File: config.mk
export PLATFORM = sky130hd
export DESIGN_NAME = fbm_top
export DESIGN_NICKNAME = d
export VERILOG_FILES = /design/src/rtl/fbm_pkg.sv /design/src/rtl/fbm_datapath.sv /design/src/rtl/fbm_ctrl.sv /design/src/rtl/fbm_top.sv
export SDC_FILE = /design/constraint.sdc
export NUM_CORES = 2
export LEC_CHECK = 0
export BUFFER_PORTS_ARGS = -buffer_cell sky130_fd_sc_hd__buf_2
export CORE_ASPECT_RATIO = 1.4
export CORE_MARGIN = 2
export CORE_UTILIZATION = 45
export CTS_BUF_LIST = sky130_fd_sc_hd__clkbuf_4 sky130_fd_sc_hd__clkbuf_8
export DETAILED_ROUTE_END_ITERATION = 8
export GPL_ROUTABILITY_DRIVEN = 0
export GPL_TIMING_DRIVEN = 0
export PLACE_DENSITY = 0.66
export SLEW_MARGIN = 5
export SYNTH_ARGS = -nofsm -noshare
export SYNTH_HDL_FRONTEND = slang
export SYNTH_SLANG_ARGS = --single-unit
export TNS_END_PERCENT = 20
File: constraint.sdc
create_clock -name clk -period 14.8 [get_ports clk]
set_input_delay 0.74 -clock clk [delete_from_list [all_inputs] [get_ports clk]]
set_output_delay 0.74 -clock clk [all_outputs]
set_load 0.05 [all_outputs]
File: src/rtl/fbm_pkg.sv
package fbm_pkg;
  localparam int REG_W    = 16;
  localparam int BPP_W    = 3;
  localparam int STRIDE_W = REG_W + 2;
  localparam int SPAN_W   = 40;
  localparam int MEM_W    = 32;

  typedef enum logic [1:0] {
    FMT_NONE    = 2'd0,
    FMT_RGB565  = 2'd1,
    FMT_XRGB_LE = 2'd2,
    FMT_XRGB_BE = 2'd3
  } pix_fmt_e;

  typedef struct packed {
    pix_fmt_e                fmt;
    logic [BPP_W-1:0]        bpp;
    logic [REG_W-1:0]        width;
    logic [REG_W-1:0]        height;
    logic [STRIDE_W-1:0]     stride;
    logic [SPAN_W-1:0]       offset;
    logic [SPAN_W-1:0]       size;
  } fb_mode_t;

  typedef struct packed {
    logic capture;
  } mode_strobe_t;
endpackage

File: src/rtl/fbm_datapath.sv
module fbm_datapath
  import fbm_pkg::*;
(
  input  logic                clk,
  input  logic                rstN,
  input  mode_strobe_t        strobe,
  input  logic [REG_W-1:0]    bitsPerPixel,
  input  logic [REG_W-1:0]    xRes,
  input  logic [REG_W-1:0]    yRes,
  input  logic [REG_W-1:0]    virtWidth,
  input  logic [REG_W-1:0]    xPan,
  input  logic [REG_W-1:0]    yPan,
  input  logic                bigEndian,
  input  logic [MEM_W-1:0]    memBytes,
  output fb_mode_t            cand,
  output fb_mode_t            held,
  output logic                depthOk,
  output logic [SPAN_W:0]     candEnd,
  output logic [MEM_W:0]      memCeil
);
  logic [REG_W-1:0]  effWidth;
  logic [MEM_W-1:0]  smear;

  always_comb begin
    cand    = '0;
    depthOk = 1'b0;
    case (bitsPerPixel)
      REG_W'(16): begin
        cand.fmt = FMT_RGB565;
        cand.bpp = BPP_W'(2);
        depthOk  = 1'b1;
      end
      REG_W'(32): begin
        cand.fmt = bigEndian ? FMT_XRGB_BE : FMT_XRGB_LE;
        cand.bpp = BPP_W'(4);
        depthOk  = 1'b1;
      end
      default: begin
        cand.fmt = FMT_NONE;
        cand.bpp = '0;
      end
    endcase
    effWidth    = (virtWidth < xRes) ? xRes : virtWidth;
    cand.width  = xRes;
    cand.height = yRes;
    cand.stride = STRIDE_W'(effWidth) * STRIDE_W'(cand.bpp);
    cand.size   = SPAN_W'(cand.stride) * SPAN_W'(yRes);
    cand.offset = SPAN_W'(xPan) * SPAN_W'(cand.bpp)
                + SPAN_W'(yPan) * SPAN_W'(cand.stride);
    candEnd     = (SPAN_W+1)'(cand.offset) + (SPAN_W+1)'(cand.size);
  end

  always_comb begin
    smear = memBytes - MEM_W'(1);
    for (int sh = 1; sh < MEM_W; sh = sh * 2) begin
      smear = smear | (smear >> sh);
    end
    memCeil = {1'b0, smear} + (MEM_W+1)'(1);
  end

  always_ff @(posedge clk) begin
    if (!rstN) begin
      held <= '0;
    end else if (strobe.capture) begin
      held <= cand;
    end
  end

  assert_fmt_matches_bpp_R2: assert property (@(posedge clk) disable iff (!rstN)
    (held.fmt == FMT_RGB565) |-> (held.bpp == BPP_W'(2)));
  assert_wide_fmt_bpp_R2: assert property (@(posedge clk) disable iff (!rstN)
    (held.bpp == BPP_W'(4)) |-> (held.fmt == FMT_XRGB_LE || held.fmt == FMT_XRGB_BE));
endmodule

File: src/rtl/fbm_ctrl.sv
module fbm_ctrl
  import fbm_pkg::*;
#(
  parameter int MIN_DIM = 64,
  parameter logic [MEM_W-1:0] MEM_MIN = 32'd4194304,
  parameter logic [MEM_W-1:0] MEM_MAX = 32'd268435456
) (
  input  logic             clk,
  input  logic             rstN,
  input  logic             enBit,
  input  logic             depthOk,
  input  fb_mode_t         cand,
  input  fb_mode_t         held,
  input  logic [SPAN_W:0]  candEnd,
  input  logic [MEM_W:0]   memCeil,
  input  logic [MEM_W-1:0] memBytes,
  output mode_strobe_t     strobe,
  output logic             modeValid,
  output logic             modeChanged
);
  localparam logic [REG_W-1:0] MIN_DIM_V = REG_W'(MIN_DIM);

  logic heldAny;
  logic dimsOk;
  logic memRangeOk;
  logic fitsOk;
  logic candOk;
  logic differs;

  always_comb begin
    dimsOk     = (cand.width >= MIN_DIM_V) && (cand.height >= MIN_DIM_V);
    memRangeOk = (memBytes >= MEM_MIN) && (memBytes <= MEM_MAX);
    fitsOk     = candEnd <= (SPAN_W+1)'(memCeil);
    candOk     = enBit && depthOk && dimsOk && memRangeOk && fitsOk;
    differs    = !heldAny || (cand != held);
    strobe.capture = candOk && differs;
  end

  always_ff @(posedge clk) begin
    if (!rstN) begin
      modeValid   <= 1'b0;
      modeChanged <= 1'b0;
      heldAny     <= 1'b0;
    end else begin
      modeValid   <= candOk;
      modeChanged <= strobe.capture;
      heldAny     <= heldAny | strobe.capture;
    end
  end

  assert_pulse_needs_valid_R9: assert property (@(posedge clk) disable iff (!rstN)
    modeChanged |-> modeValid);
  assert_valid_has_capture_R9: assert property (@(posedge clk) disable iff (!rstN)
    modeValid |-> heldAny);
endmodule

File: src/rtl/fbm_top.sv
module fbm_top
  import fbm_pkg::*;
#(
  parameter int MIN_DIM = 64,
  parameter logic [MEM_W-1:0] MEM_MIN = 32'd4194304,
  parameter logic [MEM_W-1:0] MEM_MAX = 32'd268435456
) (
  input  logic                 clk,
  input  logic                 rstN,
  input  logic [REG_W-1:0]     dispEnable,
  input  logic [REG_W-1:0]     bitsPerPixel,
  input  logic [REG_W-1:0]     xRes,
  input  logic [REG_W-1:0]     yRes,
  input  logic [REG_W-1:0]     virtWidth,
  input  logic [REG_W-1:0]     xPan,
  input  logic [REG_W-1:0]     yPan,
  input  logic                 bigEndian,
  input  logic [MEM_W-1:0]     memBytes,
  output logic                 modeValid,
  output logic                 modeChanged,
  output logic [1:0]           pixFormat,
  output logic [BPP_W-1:0]     bytesPerPixel,
  output logic [REG_W-1:0]     outWidth,
  output logic [REG_W-1:0]     outHeight,
  output logic [STRIDE_W-1:0]  lineStride,
  output logic [SPAN_W-1:0]    startOffset,
  output logic [SPAN_W-1:0]    frameSize
);
  fb_mode_t        cand;
  fb_mode_t        held;
  mode_strobe_t    strobe;
  logic            depthOk;
  logic [SPAN_W:0] candEnd;
  logic [MEM_W:0]  memCeil;

  fbm_datapath datapath_i (
    .clk(clk), .rstN(rstN), .strobe(strobe),
    .bitsPerPixel(bitsPerPixel), .xRes(xRes), .yRes(yRes),
    .virtWidth(virtWidth), .xPan(xPan), .yPan(yPan),
    .bigEndian(bigEndian), .memBytes(memBytes),
    .cand(cand), .held(held), .depthOk(depthOk),
    .candEnd(candEnd), .memCeil(memCeil)
  );

  fbm_ctrl #(.MIN_DIM(MIN_DIM), .MEM_MIN(MEM_MIN), .MEM_MAX(MEM_MAX)) ctrl_i (
    .clk(clk), .rstN(rstN), .enBit(dispEnable[0]), .depthOk(depthOk),
    .cand(cand), .held(held), .candEnd(candEnd), .memCeil(memCeil),
    .memBytes(memBytes), .strobe(strobe),
    .modeValid(modeValid), .modeChanged(modeChanged)
  );

  assign pixFormat     = held.fmt;
  assign bytesPerPixel = held.bpp;
  assign outWidth      = held.width;
  assign outHeight     = held.height;
  assign lineStride    = held.stride;
  assign startOffset   = held.offset;
  assign frameSize     = held.size;

  assert_hold_between_pulses_R9: assert property (@(posedge clk) disable iff (!rstN)
    !modeChanged |-> ($stable(outWidth) && $stable(lineStride) && $stable(startOffset)));
  assert_min_dims_R6: assert property (@(posedge clk) disable iff (!rstN)
    modeValid |-> (outWidth >= REG_W'(MIN_DIM) && outHeight >= REG_W'(MIN_DIM)));
  assert_stride_covers_line_R3: assert property (@(posedge clk) disable iff (!rstN)
    modeValid |-> (lineStride >= STRIDE_W'(outWidth) * STRIDE_W'(bytesPerPixel)));
endmodule

Word level (Yosys, flattened, before mapping) --
Index checks and enable logic that the tools add are counted.
Cells by class: bitwise gates (word level) 6, $lt $le $gt $ge 6, $mul 4, add/sub/neg operators 4, muxes and demuxes 4, equal/unequal tests 3, reductions and logical operators 10
Operators by type and width (number):
- != test 129 bit | 1
- adder 40 x 34 -> 41 bit | 1
- less-or-equal comparator 41 x 33 -> 1 bit | 1
- adder 19 x 34 -> 35 bit | 1
- multiplier 16 x 18 -> 34 bit | 1
- multiplier 18 x 16 -> 34 bit | 1
- adder 32 x 1 -> 33 bit (second input constant) | 1
- >= comparator 16 x 7 -> 1 bit (second input constant) | 2
- >= comparator 32 x 23 -> 1 bit (second input constant) | 1
- less-or-equal comparator 32 x 29 -> 1 bit (second input constant) | 1
- bitwise OR 32 x 16 -> 32 bit | 1
- bitwise OR 32 x 24 -> 32 bit | 1
- bitwise OR 32 x 28 -> 32 bit | 1
- bitwise OR 32 x 30 -> 32 bit | 1
- bitwise OR 32 x 31 -> 32 bit | 1
- subtractor 32 x 1 -> 32 bit (second input constant) | 1
- multiplier 16 x 3 -> 19 bit | 1
- multiplier 16 x 3 -> 18 bit | 1
- == test 16 x 5 -> 1 bit (second input constant) | 1
- == test 16 x 6 -> 1 bit (second input constant) | 1
- < comparator 16 bit | 1
- two-way mux 16 bit | 1
- one-hot mux 5 bit (2 select lines) | 1
- logical AND 1 bit | 7
- other kinds (5) | 6
Word-level totals: flip-flop bits (word level) 132, word-level logic and storage cells 47, output and inout port bits 137, input bits 147

Depth between registers and ports, before layout --
word-level depth 11, mapped depth 67, gate-level depth less buffers 61

Modules after synthesis --
From an unflattened synthesis, not the netlist that was laid out.
Unflattened totals: cell total of the unflattened synthesis 3792, area total of the unflattened synthesis 31783.0 um^2
Modules (own cells, without submodules):
- fbm_datapath | cells each 3413, instances 1, area each 29060.4 um^2, seq. area each 2382.3 um^2
- fbm_ctrl | cells each 379, instances 1, area each 2722.6 um^2, seq. area each 60.1 um^2

Least setup slack after synthesis --
No wires, ideal clock.
kind in2reg, start input xRes[5], end register, netlist name datapath_i.held[133], data required time 14.728 ns, setup slack 0.600 ns, data arrival time 14.128 ns, library setup time 0.072 ns, stages on the path 62, path buffers 6, cell sequence inv_1 > ha_1 > a21oi_1 > o21ai_0 > a221oi_1 > o211ai_1 > clkbuf_1 > clkbuf_1 > nor2_1 > a21oi_1 > nor2_1 > ha_1 > ha_1 > fa_1 > a21o_1 > nand4_1 > a21oi_1 > o22ai_1 > [... 26 more ...] > a21oi_1 > o41ai_2 > nand2_1 > a21o_1 > o21ai_0 > xor2_1 > ha_1 > nand4_1 > nor4_1 > nand3_1 > a31oi_1 > o221ai_2 > a311oi_4 > nor2b_4 > buf_6 > buf_6 > buf_6 > mux2i_1
RTL lines:
- from (decl) | line fbm_top.sv:12 | input logic [REG_W-1:0] xRes,

==> impl_results.md <==
- Post-synthesis sequential area ratio: 0.07582
- Clk_lat worst skew: 510 ps
- Lkg Pwr: between 15 and 20 nW
- Worst-margin pin slew: roughly 1000 ps
- Tmin final: roughly 14000 ps
- Reg2reg start: datapath_i.held[82]$_SDFFE_PN0P_
- WL final: approximately 120 mm
- Post-route insts no fill: roughly 5300
- CTS tree: yes
- Crit path max fanout: 10
- CP arrival: roughly 15000 ps
- Synth Instances: between 3000 and 4000
- Most numerous cell in the Yosys netlist: nand2_1
- Crit path required time: between 15000 and 20000 ps
- Crit path from: xRes[7]
- Crit-path max cell delay: between 500 and 600 ps
- Hold-critical path depth: 2
- Antenna viol nets, final: 0
- Largest net degree at the start of global routing: 17
- FMAX: between 60 and 70 MHz
- Slew Limit Fails: 0
- Syn_area_per_cell: roughly 8 µm²
- Pre-antenna DRT Iters: 6
- # nets final: ~5200
- YS warnings: 0
- Crit path kind: in2reg
- Total GRT Usage: 0.3194
- Fin crit share: 0.9785
- WL/cell: about 23 µm
- Clock Sinks: ~120
- Share of the synthesized area in the top cell type: 0.2803
- Initial Utilization: 0.4529
- Total Power: about 870 µW
- CP endpoint: datapath_i.held[31]$_SDFFE_PN0P_
- Num ports: 284
- Placed Cells: about 5200
- Max-slew headroom at the worst pin: 0.3329
- Hold crit path type: reg2reg
- Die H: ~320 µm
- CP endpoint kind: flip-flop
- Global-route wire length before repair: 177.6 mm
- FF+latch count, synth: around 120
- Clk_skew: ~19 ps
- Layout cells sized above 1: 0.1486
- Outcome: finished clean
- Critical-path top delay cell: fa_1
- CTS root buffer: clkbuf_8
- Synth Cell Area: 32210 µm²
- Max cap viols: 0
- R2R Setup Slk: approximately 9400 ps
- H-tree depth: 4
- Peak supply drop: between 60 and 70 µV
- Vias in the first global route: around 30000
- Gr ovfl total: 0
- Count of buffers from port buffering: approximately 240
- Die area: around 74000 µm²
- Fillers: 6778
- Post-synth top flop: dfxtp_1
- Biggest area consumer among synthesized cells: fa_1
- DR vias/cell: approximately 5.7
- Final HPWL DP: approximately 100 mm
- Number of enable flip-flop cells after synthesis: 0
- Max Buffers Root-to-Sink: 2
- Core region area: between 70000 and 80000 µm²
- FP Rows: 116
- Hold Crit Start: datapath_i.held[126]$_SDFFE_PN0P_
- Hold Vio Cnt, Final: 0
- Post-CTS Hold Buffers: 0
- Power per Cell Area: between 20 and 25 nW/µm²
- Final number of setup-violating endpoints: 0
- Synth cell count leaders: nand2_1, inv_1, fa_1
- Area growth from synthesis to layout: 16.24%
- Residual DRC count: 0
- Netlist cell types: 98
- Num CTS Buffers: 17
- Initial antenna violation count: 9
- R2r worst-path depth: 16
- RR Endpoint: datapath_i.held[132]$_SDFFE_PN0P_
- FFs w/ async S/R, synth: 0
- Worst-path clk slew: roughly 80 ps
- Vias: approximately 30000
- Starting DRT DRC Count: 2643
- Die width: 230.1 µm
- Largest cells by area after synthesis: fa_1, ha_1, nand2_1
- Crit start category: primary input
final cells by class:
cell class / instances / area, µm² / share of cell area
multi-input cells: 3039 / 27950 / 0.7466
clock buffers: 18 / 241.5 / 0.006449
flip-flops and latches: 122 / 2442 / 0.06523
diodes: 8 / 20.02 / 0.0005347
well taps: 944 / 1181 / 0.03155
clock inverters: 14 / 232.7 / 0.006216
plain buffers: 201 / 1171 / 0.03128
repair buffers: 321 / 1954 / 0.05220
inverters: 598 / 2245 / 0.05995
worst min-delay path by stage:
stage	end	slack [ps]
3_5_place_dp	datapath_i.held[126]$_SDFFE_PN0P_	470
3_3_place_gp	datapath_i.held[18]$_SDFFE_PN0P_	470
2_1_floorplan	ctrl_i.heldAny$_SDFF_PN0_	430
6_report	datapath_i.held[126]$_SDFFE_PN0P_	480
4_1_cts	datapath_i.held[119]$_SDFFE_PN0P_	470
5_1_grt	datapath_i.held[115]$_SDFFE_PN0P_	490
where the power goes:
group	switching [mW]	internal, mW	leakage, nW
logic	0.112	0.0464	17.1
clock network	0.172	0.207	0.237
registers	0.000000148	0.328	0.982
placed cells by master, fill, tap and decap left out, types with 16 or more instances in the layout:
cell | synthesis | routed
nand2b_1 | 19 | 19
buf_4 | 25 | 102
buf_2 | 11 | 249
mux2i_1 | 127 | 125
ha_4 | 0 | 17
a21oi_2 | 1 | 23
xnor2_1 | 145 | 118
nand2_1 | 661 | 660
dfxtp_1 | 122 | 122
fa_1 | 451 | 450
o21bai_1 | 16 | 16
clkbuf_2 | 0 | 17
clkbuf_1 | 165 | 108
clkbuf_8 | 0 | 19
and2_1 | 256 | 254
ha_1 | 343 | 319
a21o_1 | 49 | 49
and3_1 | 23 | 20
nand4_1 | 42 | 42
o211ai_1 | 16 | 16
xor2_1 | 73 | 63
xnor2_2 | 0 | 16
o21ai_0 | 79 | 66
nor4_1 | 30 | 28
nor2b_1 | 22 | 22
nand3_1 | 47 | 46
nor2_1 | 172 | 163
inv_1 | 598 | 597
nor3_1 | 43 | 41
a21oi_1 | 141 | 108
worst max-delay path, delay by kind of cell:
kind	cells	cell delay [ps]
adder cells (fa/ha/maj)	13	5180
buffers and inverters	15	2000
AND/OR/NAND/NOR	13	2180
AO/OA/AOI/OAI	18	3800
XOR/XNOR	3	770
multiplexers	1	200
cell families after synthesis:
kind of cell    Yosys count  synth area share
mux                     131           0.04086
flops                   122           0.07582
xor+xnor                220           0.06048
compound gates          467           0.09688
buf+inv                 811           0.09948
fa+ha+maj               796            0.4142
other cells               1         0.0001164
simple gates           1410            0.2122
through the flow:
stage                     TNS, ps  setup slack [ps]    util  hold WS [ps]  area, µm²
after floorplan                 0             600.1       -         433.7      32260
final                           0             318.7  0.5265         484.5      37440
after global placement    -449210             -3849  0.4869         465.7      34630
after global routing       -13100            -170.0  0.5264         490.7      37440
after detailed placement  -425070             -3648  0.4877         473.0      34680
after CTS                       0             8.741  0.5071         470.9      36070
what timing repair did:
action,CTS,global route
pin swaps,17,56
buffers inserted,27,50
endpoints found under the setup margin,122,122
gates resized for setup,163,195
cloned,0,5
routing by layer:
layer,wire [µm],track usage,vias up
li1,-,-,13390
met1,41710,0.3562,14510
met2,56380,0.5418,1526
met3,9679,0.05361,476
met4,11720,0.2477,2
met5,12,0,-
state kept, by name, indices dropped and copies added, names as in the netlist:
name,flops
ctrl_i.heldAny,1
ctrl_i.modeValid,1
datapath_i.held,119
ctrl_i.modeChanged,1
Note: power is estimated with default switching activity, not from simulation.
